<file path="src/rtl/pt_walk_pkg.sv">
// Package: shared state encoding, fault causes and leaf bit positions for
// the page table walker. Assumes 32-bit entries with the frame number on top.
package pt_walk_pkg;
    typedef enum logic [1:0] {
        ST_IDLE = 2'd0,
        ST_L1   = 2'd1,
        ST_L2   = 2'd2
    } walk_state_t;

    localparam logic [1:0] CAUSE_NONE        = 2'b00;
    localparam logic [1:0] CAUSE_NO_TABLE    = 2'b01;
    localparam logic [1:0] CAUSE_NOT_PRESENT = 2'b10;

    localparam int PRESENT_BIT = 0;
    localparam int RW_BIT      = 1;
    localparam int US_BIT      = 2;
endpackage

</file>
<file path="src/rtl/pt_addr_gen.sv">
// Address generator: splits the captured virtual address into two table
// indices and an offset, and forms the byte address of the current read.
// Assumes entries of 2**ENTRY_SHIFT bytes and byte-addressed bases.
module pt_addr_gen #(
    parameter int VA_W        = 32,
    parameter int L1_BITS     = 10,
    parameter int L2_BITS     = 10,
    parameter int ENTRY_SHIFT = 2
) (
    input  logic [VA_W-1:0]     vaddr,
    input  logic [VA_W-1:0]     root,
    input  logic [VA_W-1:0]     l1_word,
    input  logic                sel_l2,
    output logic [VA_W-1:0]     rd_addr,
    output logic [VA_W-L1_BITS-L2_BITS-1:0] offset
);
    localparam int OFF_BITS = VA_W - L1_BITS - L2_BITS;
    localparam int L1_LSB   = OFF_BITS + L2_BITS;

    logic [L1_BITS-1:0] idx1;
    logic [L2_BITS-1:0] idx2;
    logic [VA_W-1:0]    scaled1;
    logic [VA_W-1:0]    scaled2;

    // Purpose: slice the index fields and scale them to byte offsets.
    always_comb begin
        idx1    = vaddr[VA_W-1:L1_LSB];
        idx2    = vaddr[L1_LSB-1:OFF_BITS];
        offset  = vaddr[OFF_BITS-1:0];
        scaled1 = {{(VA_W-L1_BITS-ENTRY_SHIFT){1'b0}}, idx1, {ENTRY_SHIFT{1'b0}}};
        scaled2 = {{(VA_W-L2_BITS-ENTRY_SHIFT){1'b0}}, idx2, {ENTRY_SHIFT{1'b0}}};
    end

    // Purpose: pick the table base and index for the level being read.
    always_comb begin
        rd_addr = sel_l2 ? (l1_word + scaled2) : (root + scaled1);
    end
endmodule

</file>
<file path="src/rtl/pt_walk_ctrl.sv">
// Walk controller: accepts one request when idle, captures its operands,
// and sequences the two dependent reads. Each read is held until read
// valid. A zero first-level word or any leaf read ends the walk.
// Read valid is ignored while idle.
module pt_walk_ctrl
    import pt_walk_pkg::*;
#(
    parameter int VA_W = 32
) (
    input  logic            clk,
    input  logic            rst_n,
    input  logic            req_valid,
    input  logic [VA_W-1:0] req_vaddr,
    input  logic [VA_W-1:0] root_base,
    input  logic            mem_rvalid,
    input  logic [VA_W-1:0] mem_rdata,
    output logic            req_ready,
    output logic            mem_req,
    output logic            sel_l2,
    output logic [VA_W-1:0] vaddr_q,
    output logic [VA_W-1:0] root_q,
    output logic [VA_W-1:0] l1_q,
    output logic            ev_no_table,
    output logic            ev_leaf
);
    walk_state_t state;

    // Purpose: decode handshake outputs and end-of-walk events from state.
    always_comb begin
        req_ready   = (state == ST_IDLE);
        mem_req     = (state == ST_L1) || (state == ST_L2);
        sel_l2      = (state == ST_L2);
        ev_no_table = (state == ST_L1) && mem_rvalid && (mem_rdata == '0);
        ev_leaf     = (state == ST_L2) && mem_rvalid;
    end

    // Purpose: walk state and captured operands.
    always_ff @(posedge clk) begin
        if (!rst_n) begin
            state   <= ST_IDLE;
            vaddr_q <= '0;
            root_q  <= '0;
            l1_q    <= '0;
        end else begin
            case (state)
                ST_IDLE: begin
                    if (req_valid) begin
                        vaddr_q <= req_vaddr;
                        root_q  <= root_base;
                        state   <= ST_L1;
                    end
                end
                ST_L1: begin
                    if (mem_rvalid) begin
                        if (mem_rdata == '0) begin
                            state <= ST_IDLE;
                        end else begin
                            l1_q  <= mem_rdata;
                            state <= ST_L2;
                        end
                    end
                end
                ST_L2: begin
                    if (mem_rvalid) begin
                        state <= ST_IDLE;
                    end
                end
                default: state <= ST_IDLE;
            endcase
        end
    end
endmodule

</file>
<file path="src/rtl/pt_resp_reg.sv">
// Result register: turns end-of-walk events into a one-cycle strobe that
// carries the physical address, access bits or a fault cause. Assumes at
// most one event per cycle and the leaf word valid with its event.
module pt_resp_reg
    import pt_walk_pkg::*;
#(
    parameter int VA_W     = 32,
    parameter int OFF_BITS = 12
) (
    input  logic                clk,
    input  logic                rst_n,
    input  logic                ev_no_table,
    input  logic                ev_leaf,
    input  logic [VA_W-1:0]     leaf_word,
    input  logic [OFF_BITS-1:0] offset,
    output logic                resp_valid,
    output logic [VA_W-1:0]     resp_paddr,
    output logic                resp_fault,
    output logic [1:0]          resp_cause,
    output logic                resp_rw,
    output logic                resp_us
);
    // Purpose: register result fields and the strobe.
    always_ff @(posedge clk) begin
        if (!rst_n) begin
            resp_valid <= 1'b0;
            resp_paddr <= '0;
            resp_fault <= 1'b0;
            resp_cause <= CAUSE_NONE;
            resp_rw    <= 1'b0;
            resp_us    <= 1'b0;
        end else begin
            resp_valid <= ev_no_table || ev_leaf;
            if (ev_no_table) begin
                resp_paddr <= '0;
                resp_fault <= 1'b1;
                resp_cause <= CAUSE_NO_TABLE;
                resp_rw    <= 1'b0;
                resp_us    <= 1'b0;
            end else if (ev_leaf) begin
                if (!leaf_word[PRESENT_BIT]) begin
                    resp_paddr <= '0;
                    resp_fault <= 1'b1;
                    resp_cause <= CAUSE_NOT_PRESENT;
                    resp_rw    <= 1'b0;
                    resp_us    <= 1'b0;
                end else begin
                    resp_paddr <= {leaf_word[VA_W-1:OFF_BITS], offset};
                    resp_fault <= 1'b0;
                    resp_cause <= CAUSE_NONE;
                    resp_rw    <= leaf_word[RW_BIT];
                    resp_us    <= leaf_word[US_BIT];
                end
            end
        end
    end
endmodule

</file>
<file path="src/rtl/pt_walker.sv">
// Top: two-level page table walker. One request in flight; reads use a
// request/valid port with any latency; result is a one-cycle strobe.
module pt_walker #(
    parameter int VA_W        = 32,
    parameter int L1_BITS     = 10,
    parameter int L2_BITS     = 10,
    parameter int ENTRY_SHIFT = 2
) (
    input  logic            clk,
    input  logic            rst_n,
    input  logic            req_valid,
    output logic            req_ready,
    input  logic [31:0]     req_vaddr,
    input  logic [31:0]     root_base,
    output logic            mem_req,
    output logic [31:0]     mem_addr,
    input  logic            mem_rvalid,
    input  logic [31:0]     mem_rdata,
    output logic            resp_valid,
    output logic [31:0]     resp_paddr,
    output logic            resp_fault,
    output logic [1:0]      resp_cause,
    output logic            resp_rw,
    output logic            resp_us
);
    localparam int OFF_BITS = VA_W - L1_BITS - L2_BITS;

    logic                sel_l2;
    logic [VA_W-1:0]     vaddr_q;
    logic [VA_W-1:0]     root_q;
    logic [VA_W-1:0]     l1_q;
    logic                ev_no_table;
    logic                ev_leaf;
    logic [OFF_BITS-1:0] offset;

    pt_walk_ctrl #(.VA_W(VA_W)) u_ctrl (
        .clk(clk), .rst_n(rst_n),
        .req_valid(req_valid), .req_vaddr(req_vaddr), .root_base(root_base),
        .mem_rvalid(mem_rvalid), .mem_rdata(mem_rdata),
        .req_ready(req_ready), .mem_req(mem_req), .sel_l2(sel_l2),
        .vaddr_q(vaddr_q), .root_q(root_q), .l1_q(l1_q),
        .ev_no_table(ev_no_table), .ev_leaf(ev_leaf)
    );

    pt_addr_gen #(
        .VA_W(VA_W), .L1_BITS(L1_BITS), .L2_BITS(L2_BITS), .ENTRY_SHIFT(ENTRY_SHIFT)
    ) u_addr (
        .vaddr(vaddr_q), .root(root_q), .l1_word(l1_q), .sel_l2(sel_l2),
        .rd_addr(mem_addr), .offset(offset)
    );

    pt_resp_reg #(.VA_W(VA_W), .OFF_BITS(OFF_BITS)) u_resp (
        .clk(clk), .rst_n(rst_n),
        .ev_no_table(ev_no_table), .ev_leaf(ev_leaf),
        .leaf_word(mem_rdata), .offset(offset),
        .resp_valid(resp_valid), .resp_paddr(resp_paddr),
        .resp_fault(resp_fault), .resp_cause(resp_cause),
        .resp_rw(resp_rw), .resp_us(resp_us)
    );
endmodule

</file>
<file path="config.mk">
export PLATFORM = sky130hd
export DESIGN_NAME = pt_walker
export DESIGN_NICKNAME = d
export VERILOG_FILES = /design/src/rtl/pt_walk_pkg.sv /design/src/rtl/pt_addr_gen.sv /design/src/rtl/pt_walk_ctrl.sv /design/src/rtl/pt_resp_reg.sv /design/src/rtl/pt_walker.sv
export SDC_FILE = /design/constraint.sdc
export NUM_CORES = 1
export LEC_CHECK = 0
export BUFFER_PORTS_ARGS = -buffer_cell sky130_fd_sc_hd__buf_4
export CAP_MARGIN = 15
export CORE_MARGIN = 2
export CORE_UTILIZATION = 54
export DETAILED_ROUTE_END_ITERATION = 10
export PLACE_DENSITY = 0.82
export RECOVER_POWER = 100
export SLEW_MARGIN = 20
export SYNTH_ARGS = -nofsm -noshare
export SYNTH_HDL_FRONTEND = slang
export SYNTH_SLANG_ARGS = --single-unit
</file>
<file path="constraint.sdc">
create_clock -name clk -period 3.3 [get_ports clk]
set_clock_uncertainty 0.05 [all_clocks]
set_input_delay 0.66 -clock clk [delete_from_list [all_inputs] [get_ports clk]]
set_output_delay 0.66 -clock clk [all_outputs]
set_load 0.05 [all_outputs]
</file>
-- Word level (Yosys, flattened, before mapping)
Cells that the tools add are included.
- bits in registers: 136
- latch bits: 0
- bits in writable memories: 0
- memory bits (read-only): 0
- bits of input ports: 100
- output and inout port bits: 72
- logic and storage cells: 47
- memories: 0
- $add $sub $neg: 2
- $mul: 0
- divide/modulo/power cells: 0
- magnitude comparators: 0
- equality and inequality tests: 5
- shift operators: 0
- mux-type cells: 15
- bitwise operators: 2
- reductions and logical operators: 12
- operator list (operator ; number):
    32-bit by 12-bit adder with 32-bit output ; 2
    32-bit two-way mux ; 2
    32-bit logical NOT ; 1
    2-bit two-way mux ; 5
    1-bit two-way mux ; 7
    2-bit inequality test (second input constant) ; 3
    2-bit one-hot mux with 3 select lines ; 1
    3-bit AND reduction ; 2
    1-bit logical AND ; 3
    2-bit by 1-bit == test with 1-bit output (second input constant) ; 1
    2-bit == test (second input constant) ; 1
    2-bit logical NOT ; 1
    1-bit logical OR ; 2
    1-bit NOT ; 2
    2-bit AND reduction ; 1
    2-bit nonzero test ; 1
    2-bit OR reduction ; 1

-- Logic depth before layout (Yosys ltp)
- depth after elaboration: 4
- gate-level depth with buffers: 9
- mapped depth without buffers: 8

-- Cells and area by module
A second synthesis with hierarchy kept.
- cells, all modules: 942
- area total of the unflattened synthesis: 7802.5 sq um
- modules (own cells, without submodules) (module ; times used ; cells an instance ; area each (sq um) ; seq. area each (sq um)):
    pt_walk_ctrl ; 1 ; 447 ; 3865.0 ; 1961.9
    pt_addr_gen ; 1 ; 333 ; 2303.5 ; 0.0
    pt_resp_reg ; 1 ; 162 ; 1634.1 ; 760.7

-- Worst setup path after synthesis
No wires, ideal clock.
- path type: register to output
- start point: reg u_ctrl.root_q[2]
- end point: out mem_addr[8]
- arrival time: 2.738 ns
- required time: 2.590 ns
- slack: -0.148 ns
- stages on the path, launching flop included: 8
- path buffers: 0
- path through: dfxtp_1 -> ha_1 -> fa_1 -> a211oi_2 -> o21bai_2 -> a21o_1 -> xnor2_1 -> o21ai_0
- longest elaborated chain between the ends: 2
- ends and longest elaborated chain (what ; line ; source):
    from (decl) ; pt_walk_ctrl.sv:21 ; output logic [VA_W-1:0] root_q,
    from (signal assigned) ; pt_walk_ctrl.sv:49 ; root_q <= root_base;
    32-bit by 12-bit adder with 32-bit output ; pt_addr_gen.sv:36 ; rd_addr = sel_l2 ? (l1_word + scaled2) : (root + scaled1);
    32-bit two-way mux ; pt_addr_gen.sv:36 ;
    to (decl) ; pt_walker.sv:16 ; output logic [31:0] mem_addr,
No other way between the ends.

-- Worst setup path in the final report
- start point: reg u_ctrl.root_q[2]
- end point: out mem_addr[10]
The elaborated chain is that of the path after synthesis.

==> qor.yml <==
place:
  place_congestion: 0.875
  dp.cells: 1163
  port_buffers: 171
  hpwl_mm: 13.3
yosys:
  synth_seq_cells: 136
  async_flop_share_pct: 0
  ys_types: 55
  avgSynthCellArea_sq_um: 8.47
  yosysSeqAreaShare_pct: 37.8
  syn_nets: 976
  synth_edf_count: 0
  synth_flop_cell: "dfxtp_1"
  netlist_instances: 851
  yosysWarnings: 0
  netlist_area_sq_mm: 0.00721
global_route:
  grt_max_degree: 65
  grt_use_total_pct: 27.4
  grt_pass1_wl_mm: 31.4
  grt_pass1_vias: 6320
  grt.overflow.total: 0
  antenna_found_initial: 0
floorplanning:
  start_util_pct: 54.9
  fp.dieH_um: 120
  ios: 172
  coreArea_sq_mm: 0.0131
  die_w_um: 120
  row_count: 42
  dieArea_sq_mm: 0.0143
cts:
  cts_sinks: 136
  clockRootBuffer: "clkbuf_16"
  postCtsHoldBufs: 0
  clk_pin_slew_ns: 0.06
  cts_tree: "built"
  cts_buffers: 17
  clk_latency_ns: 0.42
  cts_max_path_buffers: 2
  h-tree-depth: 4
critical_path:
  worst-setup-path-type: "register to primary output"
  endpoint_kind: "primary output"
  crit_path_start_kind: "register"
  critPathMaxFanout: 3
  worst_ep_required_time_ns: 2.59
  critical_path_arrival_ns: 2.73
cells_and_area:
  multi_input_area_sq_mm: 0.00445
  layout-drive-gt1-share_pct: 24.0
  layout_commonest_cell: "nand2_1"
  diodes: 0
  syn_to_final_growth_pct: 30.2
  fill_cells: 1041
  seqCellArea_sq_mm: 0.00273
  layout.nets: 1136
  fin_cells: 1200
  fin_util_pct: 71.4
  final_cell_mix: "181 x nand2_1, 130 x dfxtp_1, 125 x buf_4"
route:
  wl_mm: 19.7
  via_count: 6678
  ant_nets: 0
  routedWlPerCell_um: 16.4
  via_per_inst: 5.57
  drt_iter0_drc: 423
  drtPass1Iterations: 7
  drcViolationCount: 0
sta:
  min_period_ns: 3.44
  finalWorstSetupSlack_ns: -0.137
  fin_crit_sh_pct: 104
  max-slew-margin-rel_pct: -7.15
  setup_viol: 18
  slew_viol_final: 70
  worst_pin_slew_ns: 1.61
  rsz0062_at_grt: "true"
  tns_ns: -0.828
  hold_viol: 0
  hold_ws_ns: 0.402
  fmax_ghz: 0.291
status:
  status: "finished, violations left"
  violations: "capacitance limit, slew limit, setup timing"
pwr:
  p_per_area_mw_per_mm2: 495
  p_leak_nw: 3.67
  ir_drop_uv: 410
  fin_total_pwr_w: 0.00465
min_path:
  hold_class: "register to register"
job:
  cap_violations: 2
-- where the power goes --
group / switching (W) / internal (W) / total [W] / leakage (nW)
Sequential: 0.0000751 / 0.00172 / 0.00180 / 1.11
Clock: 0.000782 / 0.00121 / 0.00199 / 0.300
Combinational: 0.000524 / 0.000334 / 0.000858 / 2.26
Total: 0.00138 / 0.00327 / 0.00465 / 3.67
-- stage by stage --
step	instance area, sq um	setup slack (ns)
finish	9390	-0.137
global route	9390	-0.210
CTS	9530	-0.112
detailed placement	8710	0.0933
global placement	8710	0.122
floorplan	7240	0.000889
-- worst max-delay path: stages, from the launching register on --
cell and delay (ns):
dfxtp_2 0.34, ha_4 0.16, fa_2 0.37, a211oi_4 0.29, o21bai_2 0.14, a21o_1 0.20
a21o_1 0.16, a211o_1 0.24, a22o_1 0.23, buf_6 0.16
-- state kept, by name (all words and copies together) (netlist names) --
signal and flops:
u_resp.resp_cause 2, u_ctrl.l1_q 32, u_ctrl.vaddr_q 32, u_ctrl.state 2, u_resp.resp_fault 1, u_resp.resp_paddr 32, u_resp.resp_us 1, u_ctrl.root_q 32
u_resp.resp_valid 1, u_resp.resp_rw 1
-- final timing paths --
| check | start | endpoint | cells past startpoint | slack [ns] |
|---|---|---|---|---|
| worst max register to register | u_ctrl.state[0] | u_ctrl.vaddr_q[7] | 6 | 0.33 |
| worst min register to register | u_resp.resp_paddr[16] | u_resp.resp_paddr[16] | 2 | 0.40 |
| worst min-delay path | u_resp.resp_paddr[16] | u_resp.resp_paddr[16] | 2 | 0.40 |
| worst max-delay path | u_ctrl.root_q[2] | mem_addr[10] | 9 | -0.14 |
-- cells in the mapped netlist (3+ instances only) --
library cell	number	area [sq um]
nand3_1	46	230
xnor2_1	42	368
nor2_1	12	45.0
dfxtp_1	136	2720
and4_1	3	26.3
nor2b_1	35	219
nor4_1	11	68.8
o21ai_0	18	90.1
o21a_1	6	45.0
mux2_2	4	45.0
clkbuf_1	34	128
xor2_1	5	43.8
nand4_1	10	62.6
mux2i_1	47	470
and2_1	3	18.8
a21oi_1	62	310
buf_2	6	30.0
a211oi_1	11	82.6
nor3_1	18	90.1
a21boi_0	67	503
inv_1	9	33.8
nor4b_2	3	45.0
buf_4	3	22.5
nand2_1	182	683
a21o_1	8	60.1
ha_1	23	288
buf_1	7	26.3
-- metal layers --
layer | global-route usage, % | up-vias | wire [um]
met5 | 0 | - | 0
met4 | 12.3 | 0 | 584
met3 | 7.22 | 47 | 1310
met2 | 43.5 | 236 | 9310
met1 | 35.0 | 3115 | 8470
li1 | - | 3280 | -
-- logic make-up after synthesis --
family,after synthesis,synth area share [%]
flops,136,37.8
simple gates,337,22.8
xor+xnor,47,5.71
mux,51,7.15
fa+ha+maj,25,4.55
buf+inv,61,3.64
compound gates,194,18.4
-- layout make-up --
class	instances	area share, %
inverters	9	0.360
well taps	176	2.35
clock buffers	18	4.57
repair buffers	193	14.2
clock inverters	14	2.03
multi-input cells	654	47.4
flip-flops and latches	136	29.1
-- what timing repair did --
item,CTS,global route
endpoints found under the setup margin,23,24
cloned,1,0
pin swaps,20,11
buffers inserted,4,1
resized for setup,39,17
No activity file was read; power rests on OpenSTA's default activity.
